**src/rtl/nvm_csum_pkg.sv**
```systemverilog
package nvm_csum_pkg;

  typedef enum logic [1:0] {
    ST_IDLE  = 2'd0,
    ST_READ  = 2'd1,
    ST_WRITE = 2'd2
  } seq_state_t;

  localparam logic OP_CHECK  = 1'b0;
  localparam logic OP_REPAIR = 1'b1;

endpackage

```
**src/rtl/nvm_csum_datapath.sv**
```systemverilog
module nvm_csum_datapath #(
  parameter int          DATA_W    = 16,
  parameter int          ADDR_W    = 8,
  parameter int          CSUM_ADDR = 63,
  parameter logic [15:0] SIGNATURE = 16'hBABA
) (
  input  logic              clk,
  input  logic              rst,
  input  logic              clr,
  input  logic              add_en,
  input  logic              repair,
  input  logic [DATA_W-1:0] rdata,
  output logic [ADDR_W-1:0] addr,
  output logic [DATA_W-1:0] wdata,
  output logic              last_word,
  output logic              total_match
);

  localparam logic [ADDR_W-1:0] LAST_CHECK  = ADDR_W'(CSUM_ADDR);
  localparam logic [ADDR_W-1:0] LAST_REPAIR = ADDR_W'(CSUM_ADDR - 1);
  localparam logic [DATA_W-1:0] SIG         = DATA_W'(SIGNATURE);

  logic [DATA_W-1:0] sum_q;
  logic [DATA_W-1:0] sum_after;

  assign sum_after   = sum_q + rdata;
  assign last_word   = (addr == (repair ? LAST_REPAIR : LAST_CHECK));
  assign total_match = (sum_after == SIG);

  always_ff @(posedge clk) begin
    if (rst || clr) begin
      sum_q <= '0;
      addr  <= '0;
      wdata <= '0;
    end else if (add_en) begin
      sum_q <= sum_after;
      addr  <= addr + 1'b1;
      wdata <= SIG - sum_after;
    end
  end

  // the running sum changes only on a clear or an accepted word
  p_sum_hold_r2: assert property (@(posedge clk) disable iff (rst)
    (!clr && !add_en) |=> $stable(sum_q));

  // the staged write word always complements the running sum
  p_wdata_pair_r5: assert property (@(posedge clk) disable iff (rst)
    $past(add_en) |-> (DATA_W'(wdata + sum_q) == SIG));

endmodule

```
**src/rtl/nvm_csum_ctrl.sv**
```systemverilog
module nvm_csum_ctrl
  import nvm_csum_pkg::*;
(
  input  logic clk,
  input  logic rst,
  input  logic start,
  input  logic mode,
  input  logic ack,
  input  logic err,
  input  logic last_word,
  input  logic total_match,
  output logic clr,
  output logic add_en,
  output logic repair,
  output logic busy,
  output logic done,
  output logic error,
  output logic rd_req,
  output logic wr_req
);

  seq_state_t state;

  assign clr    = (state == ST_IDLE) && start;
  assign add_en = (state == ST_READ) && ack && !err;

  always_ff @(posedge clk) begin
    if (rst) begin
      state  <= ST_IDLE;
      repair <= OP_CHECK;
      busy   <= 1'b0;
      done   <= 1'b0;
      error  <= 1'b0;
      rd_req <= 1'b0;
      wr_req <= 1'b0;
    end else begin
      done <= 1'b0;
      case (state)
        ST_IDLE: begin
          if (start) begin
            busy   <= 1'b1;
            error  <= 1'b0;
            repair <= mode;
            rd_req <= 1'b1;
            state  <= ST_READ;
          end
        end
        ST_READ: begin
          if (ack) begin
            if (err) begin
              rd_req <= 1'b0;
              busy   <= 1'b0;
              done   <= 1'b1;
              error  <= 1'b1;
              state  <= ST_IDLE;
            end else if (last_word) begin
              rd_req <= 1'b0;
              if (repair == OP_REPAIR) begin
                wr_req <= 1'b1;
                state  <= ST_WRITE;
              end else begin
                busy  <= 1'b0;
                done  <= 1'b1;
                error <= !total_match;
                state <= ST_IDLE;
              end
            end
          end
        end
        ST_WRITE: begin
          if (ack) begin
            wr_req <= 1'b0;
            busy   <= 1'b0;
            done   <= 1'b1;
            error  <= err;
            state  <= ST_IDLE;
          end
        end
        default: state <= ST_IDLE;
      endcase
    end
  end

  p_done_pulse_r8: assert property (@(posedge clk) disable iff (rst)
    done |=> !done);

  p_busy_ends_with_done_r8: assert property (@(posedge clk) disable iff (rst)
    $fell(busy) |-> done);

  p_start_ignored_r8: assert property (@(posedge clk) disable iff (rst)
    (busy && start) |=> $stable(repair));

  p_abort_no_write_r6: assert property (@(posedge clk) disable iff (rst)
    (rd_req && ack && err) |=> (!wr_req && !rd_req && error && done));

  p_one_request_r9: assert property (@(posedge clk) disable iff (rst)
    !(rd_req && wr_req));

  p_req_held_r9: assert property (@(posedge clk) disable iff (rst)
    ((rd_req || wr_req) && !ack) |=> (rd_req || wr_req));

endmodule

```
**src/rtl/nvm_csum_engine.sv**
```systemverilog
module nvm_csum_engine #(
  parameter int          DATA_W    = 16,
  parameter int          ADDR_W    = 8,
  parameter int          CSUM_ADDR = 63,
  parameter logic [15:0] SIGNATURE = 16'hBABA
) (
  input  logic              clk,
  input  logic              rst,
  input  logic              start,
  input  logic              mode,
  output logic              busy,
  output logic              done,
  output logic              error,
  output logic              mem_rd_req,
  output logic              mem_wr_req,
  output logic [ADDR_W-1:0] mem_addr,
  output logic [DATA_W-1:0] mem_wdata,
  input  logic [DATA_W-1:0] mem_rdata,
  input  logic              mem_ack,
  input  logic              mem_err
);

  logic clr, add_en, repair, last_word, total_match;

  nvm_csum_ctrl u_ctrl (
    .clk         (clk),
    .rst         (rst),
    .start       (start),
    .mode        (mode),
    .ack         (mem_ack),
    .err         (mem_err),
    .last_word   (last_word),
    .total_match (total_match),
    .clr         (clr),
    .add_en      (add_en),
    .repair      (repair),
    .busy        (busy),
    .done        (done),
    .error       (error),
    .rd_req      (mem_rd_req),
    .wr_req      (mem_wr_req)
  );

  nvm_csum_datapath #(
    .DATA_W    (DATA_W),
    .ADDR_W    (ADDR_W),
    .CSUM_ADDR (CSUM_ADDR),
    .SIGNATURE (SIGNATURE)
  ) u_dp (
    .clk         (clk),
    .rst         (rst),
    .clr         (clr),
    .add_en      (add_en),
    .repair      (repair),
    .rdata       (mem_rdata),
    .addr        (mem_addr),
    .wdata       (mem_wdata),
    .last_word   (last_word),
    .total_match (total_match)
  );

  p_read_addr_r2: assert property (@(posedge clk) disable iff (rst)
    mem_rd_req |-> (int'(mem_addr) <= CSUM_ADDR));

  p_write_addr_r5: assert property (@(posedge clk) disable iff (rst)
    mem_wr_req |-> (int'(mem_addr) == CSUM_ADDR));

  p_addr_steady_r9: assert property (@(posedge clk) disable iff (rst)
    ($past(mem_rd_req || mem_wr_req) && !$past(mem_ack)) |-> $stable(mem_addr));

endmodule

```
**config.mk**
```make
export PLATFORM = sky130hd
export DESIGN_NAME = nvm_csum_engine
export DESIGN_NICKNAME = d
export VERILOG_FILES = /design/src/rtl/nvm_csum_pkg.sv /design/src/rtl/nvm_csum_datapath.sv /design/src/rtl/nvm_csum_ctrl.sv /design/src/rtl/nvm_csum_engine.sv
export SDC_FILE = /design/constraint.sdc
export NUM_CORES = 1
export LEC_CHECK = 0
export ABC_CLOCK_PERIOD_IN_PS = 2650
export BUFFER_PORTS_ARGS = -buffer_cell sky130_fd_sc_hd__buf_2
export CORE_UTILIZATION = 53
export CTS_BUF_LIST = sky130_fd_sc_hd__clkbuf_4
export DETAILED_ROUTE_END_ITERATION = 6
export PLACE_DENSITY = 0.77
export SLEW_MARGIN = 5
export SYNTH_ARGS = -nofsm -noshare
export SYNTH_HDL_FRONTEND = slang
export SYNTH_SLANG_ARGS = --single-unit
```
**constraint.sdc**
```tcl
create_clock -name clk -period 2.65 [get_ports clk]
set_clock_uncertainty 0.05 [all_clocks]
set_input_delay 0.265 -clock clk [delete_from_list [all_inputs] [get_ports clk]]
set_output_delay 0.265 -clock clk [all_outputs]
set_load 0.01 [all_outputs]
```
==> results of run 1 <==
[layout make-up]
| class | instances | area, sq um |
|---|---|---|
| multi-input cells | 290 | 2127 |
| fillers | 465 | 1690 |
| flip-flops and latches | 47 | 942.2 |
| repair buffers | 95 | 595.6 |
| well taps | 72 | 90.09 |
| clock buffers | 5 | 37.54 |
| inverters | 10 | 37.54 |
| clock inverters | 3 | 20.02 |
[cell usage after synthesis, types with 2 or more instances]
cell	n	share of area
a2111oi_0	2	0.0057
a211oi_1	11	0.027
a21o_1	4	0.0099
a21oi_1	40	0.066
a21oi_2	2	0.0057
a22o_1	3	0.0086
a41oi_1	2	0.0057
and2_1	2	0.0041
and3_1	5	0.010
and3_2	2	0.0049
and4b_1	2	0.0066
clkbuf_1	10	0.012
dfxtp_1	47	0.31
ha_1	22	0.090
inv_1	10	0.012
mux2i_1	3	0.0099
nand2_1	42	0.052
nand2b_1	2	0.0041
nand3_1	5	0.0082
nand3b_1	4	0.0099
nand4_1	5	0.010
nor2_1	43	0.053
nor2b_1	4	0.0082
nor3_1	10	0.016
nor3b_1	3	0.0074
nor4_1	2	0.0041
o21ai_0	7	0.011
o21ai_1	4	0.0066
o21ai_2	3	0.0086
xnor2_1	15	0.043
xnor2_2	3	0.016
xor2_1	11	0.032
[state kept, by name, indices dropped and copies added, names as in the netlist]
| name | cells |
|---|---|
| u_ctrl.busy | 1 |
| u_ctrl.done | 1 |
| u_ctrl.error | 1 |
| u_ctrl.rd_req | 1 |
| u_ctrl.repair | 1 |
| u_ctrl.state | 2 |
| u_ctrl.wr_req | 1 |
| u_dp.addr | 8 |
| u_dp.sum_q | 16 |
| u_dp.wdata | 15 |
[layer usage]
layer | GRT usage | up-vias
met4 | 0.08302 | 0
met2 | 0.4389 | 74
met1 | 0.3151 | 1343
met3 | 0.04118 | 7
li1 | - | 1469
met5 | 0 | -
[per-stage QoR]
| step | instances | util | TNS (ns) | worst slack (ns) |
|---|---|---|---|---|
| after floorplan | 360 | - | -0.1537 | -0.07884 |
| after global placement | 511 | 0.6626 | -1.150 | -0.2309 |
| after detailed placement | 511 | 0.6626 | -1.560 | -0.2684 |
| after CTS | 522 | 0.6841 | -0.7106 | -0.1471 |
| after global routing | 522 | 0.6949 | -2.724 | -0.3740 |
| final | 522 | 0.6949 | -1.523 | -0.2641 |
[layout by cell type (no fill, tap or decap), types with 7 or more instances in the layout]
cell type,Yosys,layout
buf_2,0,50
dfxtp_1,47,46
buf_4,1,43
nand2_1,42,41
nor2_1,43,41
a21oi_1,40,35
ha_1,22,21
xnor2_1,15,12
xor2_1,11,11
inv_1,10,10
a211oi_1,11,10
nor3_1,10,10
o21ai_0,7,7
a21oi_2,2,7
[power groups by stage]
stage	combinational [uW]	sequential, uW	clock, uW
finish	473	743	352
floorplan	285	762	0
CTS	458	743	361
global placement	433	757	0
detailed placement	441	758	0
global route	523	746	392
[cells by family after synthesis]
family	after synthesis
buffers and inverters	23
and+or+nand+nor	140
DFF	47
AOI/OAI and AO/OA	94
adders and majority gates	23
muxes	3
xor gates and xnor gates	30
[worst paths after layout]
check | startpoint | slack, ns | endpoint
worst max-delay path | u_dp.sum_q[0] | -0.26 | u_dp.wdata[11]
worst min register to register | u_dp.wdata[2] | 0.41 | u_dp.wdata[2]
worst max register to register | u_dp.sum_q[0] | -0.26 | u_dp.wdata[11]
worst min-delay path | mem_ack | 0.09 | u_ctrl.wr_req
[timing repair]
| item | in CTS | in global routing |
|---|---|---|
| resized for setup | 7 | 13 |
| hold endpoints to repair | 0 | 0 |
| cloned | 0 | 0 |
| pin swaps | 9 | 22 |
| setup endpoints to repair | 8 | 11 |
| buffers inserted | 3 | 2 |
==> results.json, run 1 <==
{
  "status": "finished, violations left",
  "violations": "setup timing",
  "path_max_fanout": 5,
  "synth_mux_area_frac": 0.009852,
  "internal_power_uw": 1049,
  "pin_count": 51,
  "synth-simple-area-share": 0.2295,
  "hold_depth": 2,
  "wl_per_cell_um": 13.61,
  "syn_inst": 360,
  "worstPathArrival_ns": 3.17,
  "r2r_cells": 13,
  "ir_worst_vdd_mv": 0.1977,
  "core_sq_mm": 0.005540,
  "grt_pass1_wl_um": 12410,
  "met2_wirelength_um": 3451,
  "slew_headroom": 0.6632,
  "die_w_um": 77.84,
  "power.total_uw": 1569,
  "synth_edf_count": 0,
  "rows": 27,
  "p_seq_frac": 0.474,
  "syn_area_sq_mm": 0.003048,
  "fmax_mhz": 343.2,
  "clkTransAtPathRegs_ns": 0.15,
  "syn_to_final_growth_pct": 26.31,
  "antenna_found_initial": 0,
  "setup_viol": 9,
  "crit_top_cell": "a21oi_2",
  "cts_made_buffers": 5,
  "drc": 0,
  "synth_ff_type": "dfxtp_1",
  "power_density_mw_per_mm2": 407.4,
  "placed_area_sq_mm": 0.003671,
  "h-tree-depth": 2,
  "post_drt_via_cell_ratio": 5.542,
  "drtPass1Iterations": 4,
  "max_stage_delay_ns": 0.39,
  "grt_use_total": 0.2526,
  "grt_pass1_vias": 2823,
  "synth_top_family_by_area": "simple AND/OR/NAND/NOR gates",
  "initial_core_util": 0.5501,
  "cpMaxStageDelayCell": "fa_2",
  "p_sw_uw": 520.1,
  "hold_ws_ns": 0.09397,
  "nNetsFinal": 494,
  "fin_ws_ns": -0.2641,
  "clk_latency_ns": 0.37,
  "grt_max_degree": 25,
  "maxSlewViolCount": 0,
  "synth_area_per_cell_sq_um": 8.466,
  "path_depth": 13,
  "worst_pin_slew_ns": 0.4925,
  "m1WireLength_um": 3266,
  "wirelength_um": 7107,
  "gp_congestion": 0.8937,
  "tritoncts": "built",
  "seq_area_frac_synth": 0.3087,
  "power.share.clock": 0.225,
  "hpwl_um": 5361,
  "period_share": 1.100,
  "drt_iter0_markers": 139,
  "startpoint_type": "register",
  "ant_nets": 0,
  "die-area_sq_mm": 0.006058,
  "hold_violations": 0,
  "final.min_clock_period_ns": 2.914,
  "p_sw_frac": 0.3316,
  "comb_power_share": 0.302,
  "drive_above_1_share": 0.3200,
  "port_buffers": 50,
  "end_kind": "register",
  "highest_layer": "met4",
  "synth_fp_nets": 405,
  "synth-seq-cells": 47,
  "synth_xor_area_frac": 0.09975,
  "cts_buffer_depth": 2,
  "rsz0062_at_grt": "yes",
  "path_cells": "ha_4 > fa_2 > a21o_4 > a221oi_4 > buf_6 > xnor2_4 > a41oi_2 > o21ai_2 > a21oi_2 > buf_4 > xnor2_2 > nand2_1 > a21oi_2",
  "wl_met3_um": 317,
  "stdcell_area_sq_mm": 0.003850,
  "async_flop_share": 0,
  "die_h_um": 77.84,
  "cts_hold_buffers": 0,
  "cts.sinks": 47,
  "worstHoldPathType": "input pin to register",
  "cp.required_ns": 2.91,
  "yosysWarnings": 0,
  "overflow": 0,
  "path_class": "register to register",
  "cts-root-buf": "clkbuf_4",
  "leakage_uw": 0.001651,
  "path_buf_inv": 2,
  "synth_compound_area_frac": 0.2200,
  "antenna_cells": 0,
  "drv_cap": 0,
  "yosysUniqueCellTypes": 62,
  "vias": 2893,
  "path_delay_family": "compound AO/OA/AOI/OAI gates",
  "synth_fa_ha_area_frac": 0.09688
}
(Power assumes the default switching activity.)
==> run 2: changes to the inputs <==
--- a/config.mk
+++ b/config.mk
@@ -7,10 +7,11 @@
 export LEC_CHECK = 0
 export ABC_CLOCK_PERIOD_IN_PS = 2650
 export BUFFER_PORTS_ARGS = -buffer_cell sky130_fd_sc_hd__buf_2
-export CORE_UTILIZATION = 53
+export CAP_MARGIN = 15
+export CORE_UTILIZATION = 45
 export CTS_BUF_LIST = sky130_fd_sc_hd__clkbuf_4
 export DETAILED_ROUTE_END_ITERATION = 6
-export PLACE_DENSITY = 0.77
+export PLACE_DENSITY = 0.67
 export SLEW_MARGIN = 5
 export SYNTH_ARGS = -nofsm -noshare
 export SYNTH_HDL_FRONTEND = slang
==> run 2 against run 1 <==
  * The flow finishes with violations (DRC, setup timing)
  * Die area grew 17%
  * Worst setup slack better by 0.12 ns
  * Fmax up 4.2%
  * Register-to-register slack improved by 0.12 ns
  * Routed wire length increased by 0.41%
  * Clock power increased by 6.8%
  * First-iteration DRC count down 34%
  * Cell count is 0.96% higher
  * Sequential share of layout area about the same
  * Combinational power decreased by 1%
  * Critical endpoint is now u_ctrl.error
==> results.json, run 2 (synthesis gave the netlist of run 1 again) <==
{
  "status": "finished, violations left",
  "violations": "DRC, setup timing",
  "hold_violations": 0,
  "slew_headroom": 0.5174,
  "drtPass1Iterations": 6,
  "grt_pass1_wl_um": 11840,
  "dp.cells": 512,
  "vias": 2884,
  "worstPathArrival_ns": 3.05,
  "rows": 29,
  "p_seq_frac": 0.469,
  "comb_power_share": 0.294,
  "clkTransAtPathRegs_ns": 0.16,
  "die_h_um": 84.30,
  "p_sw_frac": 0.3391,
  "worst_pin_slew_ns": 0.7239,
  "drive_above_1_share": 0.3178,
  "reg_top3": "u_dp.sum_q: 16 flops, u_dp.wdata: 15 flops, u_dp.addr: 8 flops",
  "layout_commonest_cell": "buf_2",
  "cts_made_buffers": 5,
  "overflow": 0,
  "drt_iter0_markers": 92,
  "cts.sinks": 47,
  "drv_cap": 0,
  "grt_use_total": 0.2044,
  "cts_hold_buffers": 0,
  "antenna_found_initial": 0,
  "end_kind": "register",
  "initial_core_util": 0.4719,
  "clk_latency_ns": 0.39,
  "wl_per_cell_um": 13.54,
  "ant_nets": 0,
  "pin_count": 51,
  "largest_reg_flops": 16,
  "cts_buffer_depth": 2,
  "cts-root-buf": "clkbuf_4",
  "worstHoldPathType": "input pin to register",
  "final_cells": 527,
  "setup_viol": 9,
  "placed_area_sq_mm": 0.003647,
  "largest-register": "u_dp.sum_q",
  "wirelength_um": 7136,
  "fin_ws_ns": -0.1456,
  "fmax_mhz": 357.7,
  "grt_pass1_vias": 2569,
  "rsz0062_at_grt": "yes",
  "stdcell_area_sq_mm": 0.003847,
  "port_buffers": 50,
  "path_max_fanout": 5,
  "n_fill_cell": 589,
  "leakage_uw": 0.001644,
  "drc": 10,
  "internal_power_uw": 1047,
  "cp.required_ns": 2.91,
  "gp_congestion": 0.8718,
  "core_sq_mm": 0.006459,
  "antenna_cells": 0,
  "maxSlewViolCount": 0,
  "tritoncts": "built",
  "final.min_clock_period_ns": 2.796,
  "mostFrequentLayoutCells": "50 x buf_2, 45 x buf_4, 45 x dfxtp_1, 42 x nand2_1, 40 x nor2_1",
  "die-area_sq_mm": 0.007106,
  "p_sw_uw": 537.4,
  "power_density_mw_per_mm2": 411.9,
  "hpwl_um": 5221,
  "period_share": 1.055,
  "h-tree-depth": 2,
  "nNetsFinal": 494,
  "die_w_um": 84.30,
  "power.share.clock": 0.237,
  "path_class": "register to register",
  "ir_worst_vdd_mv": 0.2342,
  "post_drt_via_cell_ratio": 5.472,
  "syn_to_final_growth_pct": 26.23,
  "grt_max_degree": 39,
  "startpoint_type": "register"
}
[run 2: cell types whose count changed in the layout (fill, tap and decap cells not counted), moves of 2 or more]
cell	previous run	this run
a21oi_2	7	3
a21oi_1	35	38
buf_4	43	45
buf_6	2	0
[run 2: area by class of cell]
type | count | area [sq um] | area share
Sequential cell | 47 | 943.4 | 0.2452
Clock buffer | 5 | 37.54 | 0.009756
Inverter | 10 | 37.54 | 0.009756
Tap cell | 77 | 96.34 | 0.02504
Timing Repair Buffer | 95 | 588.1 | 0.1528
Clock inverter | 3 | 23.77 | 0.006179
Multi-Input combinational cell | 290 | 2121 | 0.5512
[run 2: power groups by stage]
| stage | Sequential [uW] | Combinational (uW) | Clock, uW |
|---|---|---|---|
| floorplan | 762 | 285 | 0 |
| global route | 747 | 513 | 419 |
| finish | 743 | 466 | 376 |
| CTS | 743 | 447 | 387 |
| global placement | 758 | 427 | 0 |
| detailed placement | 759 | 432 | 0 |
[run 2: worst paths after layout]
check	start	to	slack, ns	cells after the start
max	u_dp.sum_q[0]	u_ctrl.error	-0.15	11
min	mem_ack	u_ctrl.wr_req	0.06	2
max reg2reg	u_dp.sum_q[0]	u_ctrl.error	-0.15	11
min reg2reg	u_dp.wdata[11]	u_dp.wdata[11]	0.41	2
[run 2: through the flow]
step	TNS, ns	util	hold WS (ns)	total power, uW	setup WS (ns)
final	-0.8203	0.5957	0.05700	1585	-0.1456
after global routing	-1.854	0.5957	0.04805	1679	-0.2530
after CTS	-0.6269	0.5841	0.05267	1578	-0.1535
after detailed placement	-1.645	0.5647	0.3927	1190	-0.2578
after global placement	-1.153	0.5647	0.3875	1185	-0.2383
after floorplan	-0.1537	-	0.3311	1046	-0.07884
[run 2: worst max-delay path: stages, from the launching register on]
cell and delay (ns):
dfxtp_2 0.36, ha_4 0.16, fa_2 0.34, a21o_4 0.22, a221oi_4 0.33, buf_4 0.20, xnor2_4 0.09, nor3_2 0.22
nand3_1 0.11, a2111oi_2 0.33, and4bb_1 0.24, nor3_1 0.05
[run 2: per-layer routing]
| metal | track usage | vias to the layer above | wire length [um] |
|---|---|---|---|
| met4 | 0.06426 | 0 | 103 |
| met5 | 0 | - | 0 |
| li1 | - | 1471 | - |
| met2 | 0.3398 | 55 | 3426 |
| met1 | 0.2739 | 1350 | 3372 |
| met3 | 0.02950 | 8 | 234 |
[run 2: repair_timing]
item,CTS,global route
gates resized for setup,8,9
pin swaps,11,8
setup buffers,3,4
endpoints found under the setup margin,8,10
==> run 3: changes to the inputs <==
--- a/config.mk
+++ b/config.mk
@@ -5,13 +5,14 @@
 export SDC_FILE = /design/constraint.sdc
 export NUM_CORES = 1
 export LEC_CHECK = 0
+export ABC_AREA = 1
 export ABC_CLOCK_PERIOD_IN_PS = 2650
 export BUFFER_PORTS_ARGS = -buffer_cell sky130_fd_sc_hd__buf_2
 export CAP_MARGIN = 15
 export CORE_UTILIZATION = 45
 export CTS_BUF_LIST = sky130_fd_sc_hd__clkbuf_4
 export DETAILED_ROUTE_END_ITERATION = 6
-export PLACE_DENSITY = 0.67
+export PLACE_DENSITY = 0.66
 export SLEW_MARGIN = 5
 export SYNTH_ARGS = -nofsm -noshare
 export SYNTH_HDL_FRONTEND = slang
==> run 3 against run 2 <==
  * The run now ends clean
  * Combinational power up 140%
  * Sequential share of layout area down 0.59 points
  * Global-route usage up 1.4 points
  * Critical path depth up 3
  * Fmax up 15%
  * Worst setup slack better by 0.37 ns
  * Final area up 2.2%
  * Hold slack better by 0.046 ns
  * First-iteration DRC count up 53%
  * Utilization down 6.2 points
  * Clock power up 23%
==> results.json, run 3 <==
{
  "yosysWarnings": 0,
  "rrSetupSlack_ns": 0.22,
  "grt_use_total": 0.2184,
  "path_class": "register to register",
  "drc": 0,
  "clk_latency_ns": 0.37,
  "layout_commonest_cell": "nand2_1",
  "worstPathArrival_ns": 2.66,
  "ir_worst_vdd_mv": 0.2925,
  "synth_area_leader_cell": "dfxtp_1",
  "h-tree-depth": 2,
  "worst_pin_slew_ns": 0.5194,
  "period_share": 0.9154,
  "async_flop_share": 0,
  "cts_made_buffers": 5,
  "cp.required_ns": 2.88,
  "slew_headroom": 0.6537,
  "synth_commonest_cells": "140 x nand2_1, 93 x inv_1, 47 x dfxtp_1",
  "wl_per_cell_um": 12.15,
  "yosysUniqueCellTypes": 38,
  "synth_top_area_share": 0.2698,
  "synth_area_per_cell_sq_um": 6.422,
  "synth_ff_type": "dfxtp_1",
  "hp-start": "mem_ack",
  "final.min_clock_period_ns": 2.426,
  "status": "finished, final reports clean",
  "clkTransAtPathRegs_ns": 0.16,
  "vias": 3385,
  "antenna_cells": 0,
  "die-area_sq_mm": 0.008105,
  "fin_ws_ns": 0.2241,
  "ant_nets": 0,
  "largest_reg_flops": 16,
  "cts_buffer_depth": 2,
  "largest-register": "u_dp.sum_q",
  "initial_core_util": 0.4732,
  "leakage_uw": 0.002143,
  "end_kind": "register",
  "rows": 31,
  "overflow": 0,
  "synth-seq-cells": 47,
  "post_drt_via_cell_ratio": 4.885,
  "synth_fp_nets": 588,
  "startpoint_type": "register",
  "power_density_mw_per_mm2": 612.3,
  "worstHoldPathType": "input pin to register",
  "timing.rr.end": "u_dp.wdata[10]",
  "nNetsFinal": 638,
  "hold_depth": 3,
  "rsz0062_at_grt": "no",
  "dp_slack_ns": 0.1853,
  "syn_area_sq_mm": 0.003487,
  "yosysMostFrequentCell": "nand2_1",
  "core_sq_mm": 0.007370,
  "pin_count": 51,
  "setup_viol": 0,
  "setup-tns-final_ns": 0,
  "post_cts_resized": 0,
  "syn_inst": 543,
  "synthTopCellsByArea": "dfxtp_1 27%, nand2_1 15%, inv_1 10%, ha_1 7.9%, nand3_1 5.6%",
  "hold_ws_ns": 0.1034,
  "n_fill_cell": 786,
  "worstReg2RegStart": "u_dp.sum_q[0]",
  "cts_hold_buffers": 0,
  "grt_pass1_wl_um": 14750,
  "stdcell_area_sq_mm": 0.003931,
  "tritoncts": "built",
  "maxSlewViolCount": 0,
  "syn_to_final_growth_pct": 12.74,
  "reg_top3": "u_dp.sum_q: 16 flops, u_dp.wdata: 15 flops, u_dp.addr: 8 flops",
  "placed_area_sq_mm": 0.003840,
  "cts.sinks": 47,
  "synth_edf_count": 0,
  "drive_above_1_share": 0.2020,
  "drt_iter0_markers": 141,
  "grt_pass1_vias": 3290,
  "hpwl_um": 6682,
  "post-cts-setup-buffers": 0,
  "r2r_cells": 14,
  "drv_cap": 0,
  "antenna_found_initial": 0,
  "mostFrequentLayoutCells": "140 x nand2_1, 93 x inv_1, 50 x buf_2, 47 x dfxtp_1, 44 x nor2_1",
  "grt_max_degree": 55,
  "die_w_um": 90.03,
  "fmax_mhz": 412.2,
  "hold_violations": 0,
  "power.total_uw": 2407,
  "seq_area_frac_synth": 0.2698,
  "gp_congestion": 0.8949,
  "wirelength_um": 8418,
  "die_h_um": 90.03,
  "path_max_fanout": 3,
  "drtPass1Iterations": 5,
  "cts-root-buf": "clkbuf_4",
  "hold_end": "u_ctrl.done",
  "port_buffers": 50
}
-- run 3: cell types whose count changed in the layout (fill, tap and decap cells not counted), sizes merged, moves of 13 or more --
cell / delta
a21oi: -15
buf: -42
inv: +95
nand2: +115
nand3: +40
nor2: +13
o211ai: +15
xnor2: -17
-- run 3: final cells by class --
| class | instances | area, sq um | share of cell area |
|---|---|---|---|
| Multi-Input combinational cell | 381 | 2116 | 0.5382 |
| Sequential cell | 47 | 940.9 | 0.2393 |
| Inverter | 105 | 394.1 | 0.1003 |
| Timing Repair Buffer | 53 | 272.8 | 0.06938 |
| Tap cell | 99 | 123.9 | 0.03151 |
| Clock inverter | 3 | 46.29 | 0.01178 |
| Clock buffer | 5 | 37.54 | 0.009548 |
-- run 3: worst max-delay path: stages (launching register included) --
cell and delay [ns]:
dfxtp_1 0.38, ha_1 0.23, fa_2 0.48, ha_1 0.23, or2_1 0.23, nand3_2 0.09, nor2_4 0.05, nand2_2 0.06
nand3_1 0.10, nand2_1 0.10, nand2_2 0.07, nand2_1 0.07, nand2_1 0.06, o211ai_2 0.09, inv_2 0.04
-- run 3: metrics by stage --
| stage | util | cells |
|---|---|---|
| 2_1_floorplan | - | 543 |
| 3_3_place_gp | 0.5211 | 685 |
| 3_5_place_dp | 0.5211 | 685 |
| 4_1_cts | 0.5324 | 693 |
| 5_1_grt | 0.5334 | 693 |
| 6_report | 0.5334 | 693 |
-- run 3: cells by family (layout without fill, tap and decap cells) --
group | Yosys count | in the layout | share of synthesized area
buf+inv | 115 | 166 | 0.1263
compound gates | 71 | 71 | 0.1227
simple gates | 284 | 284 | 0.3889
flops | 47 | 47 | 0.2698
xor+xnor | 3 | 3 | 0.007536
fa+ha+maj | 23 | 23 | 0.08468
-- run 3: how the worst max path moves through the flow --
stage / from / end / slack (ns) / cells past startpoint
3_3_place_gp: mem_rdata[0] / u_dp.wdata[12] / 0.23 / 18
5_1_grt: u_dp.sum_q[0] / u_dp.wdata[12] / 0.008 / 15
4_1_cts: u_dp.sum_q[0] / u_dp.wdata[12] / 0.17 / 17
6_report: u_dp.sum_q[0] / u_dp.wdata[10] / 0.22 / 14
3_5_place_dp: mem_rdata[0] / u_dp.wdata[12] / 0.19 / 18
2_1_floorplan: u_dp.sum_q[0] / u_dp.wdata[14] / 0.40 / 12
-- run 3: metal layers --
metal  track usage  wire (um)  vias up
met5             0          0        -
met4       0.04704         49        0
met3       0.03215        308        4
met2        0.3734       3914       46
met1        0.2897       4145     1518
li1              -          -     1817
-- run 3: power by group --
part           total [uW]  internal [uW]  switching (uW)
logic                1100            371             727
registers             847            793            54.5
clock network         462            202             260
